<file path="src/rtl/bus_err_syndrome.sv">
module bus_err_syndrome #(
  parameter int          AW      = 8,
  parameter int          EW      = 32,
  parameter logic [7:0]  OFS_CLR = 8'h40,
  parameter logic [7:0]  OFS_SET = 8'h44,
  parameter logic [7:0]  OFS_ADR = 8'h48
) (
  input  logic          clk,
  input  logic          rst_n,
  input  logic          reg_we,
  input  logic [AW-1:0] reg_addr,
  input  logic [31:0]   reg_wdata,
  output logic [31:0]   reg_rdata,
  input  logic          err_valid,
  input  logic          err_write,
  input  logic [2:0]    err_type,
  input  logic [EW-1:0] err_addr
);
  localparam int TYPE_HI = 31 - 6;
  localparam int TYPE_LO = 31 - 8;
  localparam int RW_B    = 31 - 9;
  localparam int FL_B    = 31 - 10;
  localparam int AL_B    = 31 - 11;
  localparam logic [31:0] IMPL = (32'd1 << (TYPE_HI + 1)) - (32'd1 << AL_B);

  logic [31:0]   stat_q, stat_d;
  logic [EW-1:0] bear_q;

  wire known   = (err_type == 3'b001) || (err_type == 3'b100) || (err_type == 3'b101);
  wire cap     = err_valid & err_write & known;
  wire fld_cap = cap & ~stat_q[FL_B];
  wire adr_cap = cap & ~stat_q[AL_B];
  wire clr_hit = reg_we && (reg_addr == AW'(OFS_CLR));
  wire set_hit = reg_we && (reg_addr == AW'(OFS_SET));

  always_comb begin
    stat_d = stat_q;
    if (fld_cap) begin
      stat_d[TYPE_HI:TYPE_LO] = err_type;
      stat_d[RW_B]            = 1'b0;
      stat_d[FL_B]            = 1'b1;
    end
    if (adr_cap) stat_d[AL_B] = 1'b1;
    if (set_hit) stat_d = stat_d | (reg_wdata & IMPL);
    if (clr_hit) stat_d = stat_d & ~(reg_wdata & IMPL);
    stat_d = stat_d & IMPL;
  end

  always_ff @(posedge clk) begin
    if (!rst_n) begin
      stat_q <= '0;
      bear_q <= '0;
    end else begin
      stat_q <= stat_d;
      if (adr_cap) bear_q <= err_addr;
    end
  end

  assign reg_rdata = (reg_addr == AW'(OFS_CLR) || reg_addr == AW'(OFS_SET)) ? stat_q :
                     (reg_addr == AW'(OFS_ADR)) ? 32'(bear_q) : 32'd0;
endmodule


</file>
<file path="config.mk">
export PLATFORM = sky130hd
export DESIGN_NAME = bus_err_syndrome
export DESIGN_NICKNAME = d
export VERILOG_FILES = /design/src/rtl/bus_err_syndrome.sv
export SDC_FILE = /design/constraint.sdc
export NUM_CORES = 1
export LEC_CHECK = 0
export BUFFER_PORTS_ARGS = -buffer_cell sky130_fd_sc_hd__buf_4
export CORE_ASPECT_RATIO = 0.5
export CORE_MARGIN = 5
export CORE_UTILIZATION = 45
export CTS_BUF_LIST = sky130_fd_sc_hd__clkbuf_4
export DETAILED_ROUTE_END_ITERATION = 16
export GPL_TIMING_DRIVEN = 0
export PLACE_DENSITY = 0.81
export SYNTH_ARGS = -nofsm -noshare
export SYNTH_HDL_FRONTEND = slang
export SYNTH_SLANG_ARGS = --single-unit
</file>
<file path="constraint.sdc">
create_clock -name clk -period 1.8 [get_ports clk]
set_input_delay 0.09 -clock clk [delete_from_list [all_inputs] [get_ports clk]]
set_output_delay 0.09 -clock clk [all_outputs]
set_load 0.02 [all_outputs]
</file>
== Word-level counts from Yosys, hierarchy flattened ==
Index checks and enable logic that the tools add are counted.
Operators by class
  equal/unequal tests: 6
  bitwise logic cells: 9
  reductions and logical operators: 5
  multiplexer cells: 6
Operators by type and width (number)
  32-bit two-way mux: 2
  26-bit two-way mux: 2
  26-bit AND: 1
  26-bit NOT: 1
  26-bit bitwise OR: 1
  8-bit by 7-bit equality test with 1-bit output (second input constant): 3
  3-bit equality test (second input constant): 2
  5-bit two-way mux: 1
  1-bit AND: 4
  3-bit by 1-bit equality test with 1-bit output (second input constant): 1
  1-bit logical OR: 3
  1-bit logical AND: 2
  1-bit NOT: 2
  1-bit two-way mux: 1
Storage, ports and cells
  logic and storage cells: 28
  output and inout port bits: 32
  flip-flop bits (word level): 38

== Logic depth before layout (Yosys ltp) ==
  depth in word-level cells: 10
  depth in mapped cells: 5
  mapped depth without buffers: 3

== Worst setup path after synthesis ==
No wires, ideal clock.
  kind: input-to-output
  from: input reg_addr[1]
  to: output reg_rdata[11]
  path slack: 261 ps
  cell stages on the path: 4
  path buffers: 1
  data arrival time: 1449 ps
  data required time: 1710 ps
  path through: or4_4 -> nor4b_4 -> buf_6 -> and2_1
On the way
  longest elaborated chain between the ends: 3
Ends and longest elaborated chain
  start, declared: RTL line 11  | input logic [AW-1:0] reg_addr,
  8-bit by 7-bit equality test with 1-bit output, on equally long branches: RTL line 60, 59
  32-bit two-way mux or 1-bit logical OR (tied branches): RTL line 60, 59
  32-bit two-way mux *: RTL line 59  | assign reg_rdata = (reg_addr == AW'(OFS_CLR) || reg_addr == AW'(OFS_SET)) ? stat_q :
  end, declared: RTL line 13  | output logic [31:0] reg_rdata,
Every way passes the cells marked *; elsewhere a longest branch is shown, timed or not.

== Worst setup path after layout ==
  from: input reg_addr[4]
  to: output reg_rdata[15]
Same word-level chain as after synthesis.

==> out/metrics.csv <==
stage,metric,value,unit
yosys,ys_top_cells_by_area,"dfxtp_1 38%, o31ai_1 13%, nand4_1 12%, a21oi_1 8.5%, and2_1 6.2%",
yosys,syn_nets,315,
sta,setup_viol,0,
sta,fmax,572,MHz
min_path,holdPathStages,3,
clocking,h-tree-depth,2,
sta,drv_slew,0,
yosys,synth_top_area_share,0.379,
run_status,violations,negative hold slack,
detailed_routing,vias_per_cell,5.84,
critical_path,reg2reg_depth,5,
yosys,syn_inst,235,
yosys,syn-cell-area,2010,um2
placement,numPortBuffers,85,
floorplan,die_h,57.3,um
yosys,yosys.area.top_type,dfxtp_1,
min_path,hp-class,in2reg,
layout,instances_no_fill,408,
sta,fin_crit_sh,0.971,
yosys,synth-warning-count,0,
clocking,clkLatencyLatePin,0.35,ns
critical_path,endpoint_kind,primary output,
detailed_routing,ant_nets,0,
clocking,cts_tree,done,
floorplan,die-area,5980,um2
floorplan,pin_count,112,
clocking,cts_sinks,38,
grt,grt_max_degree,12,
pwr,leakagePower,1.21,nW
grt,grt_pass1_vias,2261,
yosys,post_synth.cell_area_avg,8.55,um2
critical_path,crit_required,1.71,ns
clocking,clkTransAtPathRegs,0.11,ns
critical_path,cp_max_fo,10,
sta,tightest_slew,1.11,ns
yosys,yosys_register_bits,38,
pwr,p_per_area,590,nW/um2
placement,dp_hpwl,4.56,mm
job,maxCapViolCount,0,
floorplan,core_area,4360,um2
layout,drive_gt1_frac,0.330,
critical_path,cp-start-kind,input pin,
sta,period_needed,1.75,ns
sta,slew_headroom,0.251,
placement,gp_congestion,0.881,
layout,nets,430,
layout,area_delta_synth_final,51.4,%
floorplan,rows,17,
detailed_routing,wl_per_cell,16.0,um
clocking,clk_path_buf_depth,2,
sta,whs,-0.000373,ns
grt,antenna_found_initial,0,
detailed_routing,drt_wl_total,6.54,mm
grt,grt_pass1_wl,10.3,mm
critical_path,worstPathArrival,1.66,ns
clocking,ctsRootBufferMaster,clkbuf_4,
sta,final.setup.tns,0,ns
detailed_routing,drcViolationCount,0,
grt,grt_util_all_layers,0.203,
clocking,cts_made_buffers,5,
sta,skew,0.0134,ns
yosys,yosysSeqAreaShare,0.379,
floorplan,dieWidth,105,um
grt,grt_remaining_overflow,0,
run_status,outcome,"complete, but fails checks",
layout,fillers,349,
pwr,power,0.00180,W
detailed_routing,drt-initial-drc-count,161,
yosys,ys_types,28,
placement,placed_cells,377,
floorplan,initial_utilization,0.461,
detailed_routing,first_pass_iters,4,
critical_path,worstSetupPathType,in2out,
sta,finalHoldViolCount,2,
layout,antenna_cells,0,
pwr,irDropWorstVdd,0.385,mV
detailed_routing,num_vias,2383,
[cell families (layout without fill, tap and decap cells)]
family	after synthesis	count (layout)	share of synthesized area
AOI/OAI and AO/OA	86	86	0.290
buffers and inverters	32	148	0.0710
DFF	38	38	0.379
and+or+nand+nor	79	79	0.260
[per-layer routing]
metal	vias up	GRT usage	wire [um]
met5	-	0	0
met4	0	0.0480	99
met3	13	0.0486	518
met2	101	0.352	3140
met1	1126	0.259	2790
li1	1143	-	-
[synth_stat cells]
master	instances
and2_2	6
clkbuf_1	24
o31ai_1	36
buf_6	3
nor4b_4	1
and2_1	20
or2b_2	1
nor2_1	1
nand4_1	38
o41ai_1	2
o211a_1	1
o211ai_1	1
or2_2	1
a21oi_1	34
and3b_1	1
a31oi_1	2
buf_1	1
clkinv_1	2
a22o_2	6
nor4_1	2
a221oi_1	4
or4_4	1
nor4bb_1	1
inv_1	2
nor2b_1	1
or3b_2	1
dfxtp_1	38
nand2_1	4
[layout by cell type (no fill, tap or decap), types with 2 or more instances in the layout]
| cell | instances |
|---|---|
| nand4_1 | 38 |
| buf_6 | 5 |
| dlygate4sd3_1 | 21 |
| buf_4 | 84 |
| and2_1 | 20 |
| clkbuf_4 | 7 |
| nor4_1 | 2 |
| a21oi_1 | 34 |
| a221oi_1 | 4 |
| dfxtp_1 | 38 |
| and2_2 | 6 |
| a22o_2 | 6 |
| nand2_1 | 4 |
| clkbuf_1 | 23 |
| inv_1 | 2 |
| a31oi_1 | 2 |
| o41ai_1 | 2 |
| o31ai_1 | 36 |
| clkinv_1 | 2 |
[final timing paths]
path                      from            end  slack [ns]
setup / recovery   reg_addr[4]  reg_rdata[15]        0.05
hold / removal    err_addr[22]     bear_q[22]     -0.0004
setup reg to reg    stat_q[20]     bear_q[10]        0.35
hold reg to reg     bear_q[15]     bear_q[15]        0.47
[through the flow]
step | cell area (um2) | setup slack [ns] | utilization | hold WS, ns
3_5_place_dp | 2720 | -0.0412 | 0.624 | 0.303
6_report | 3040 | 0.0519 | 0.698 | -0.000373
5_1_grt | 3040 | -0.0116 | 0.698 | 0.00348
4_1_cts | 3000 | 0.0440 | 0.688 | 0.000744
2_1_floorplan | 2010 | 0.261 | - | 0.201
3_3_place_gp | 2720 | -0.0170 | 0.624 | 0.299
[registers in the layout, summed over array words and instances (netlist names)]
register,cells
bear_q,32
stat_q,6
[report_power, final]
group | switching [W] | internal [W] | leakage, nW
Combinational | 0.000154 | 0.000148 | 0.854
Clock | 0.000291 | 0.000325 | 0.0463
Sequential | 0.0000128 | 0.000865 | 0.308
Total | 0.000458 | 0.00134 | 1.21
[critical path, stage by stage]
cell and delay, ns:
buf_4 0.11, or4_4 0.57, nor4b_4 0.28, buf_6 0.18, buf_6 0.13, and2_1 0.14, buf_4 0.14
[area by class of cell]
cell class | count | area, um2 | area share
multi-input combinational | 165 | 1110 | 0.363
timing repair buffer | 108 | 875 | 0.287
clock buffer | 7 | 52.6 | 0.0173
buffer | 28 | 133 | 0.0436
sequential | 38 | 761 | 0.250
inverter | 4 | 15.0 | 0.00493
clock inverter | 1 | 30.0 | 0.00987
tap | 57 | 71.3 | 0.0234
[repair_timing]
action | 4_1_cts | 5_1_grt
setup endpoints to repair | 28 | 24
resized for setup | 1 | 5
hold buffers | 19 | 2
pin swaps | 1 | 2
endpoints found under the hold margin | 19 | 2
buffers inserted | 1 | 0
cloned | 0 | 1
Power figures use the tool's default switching activity.
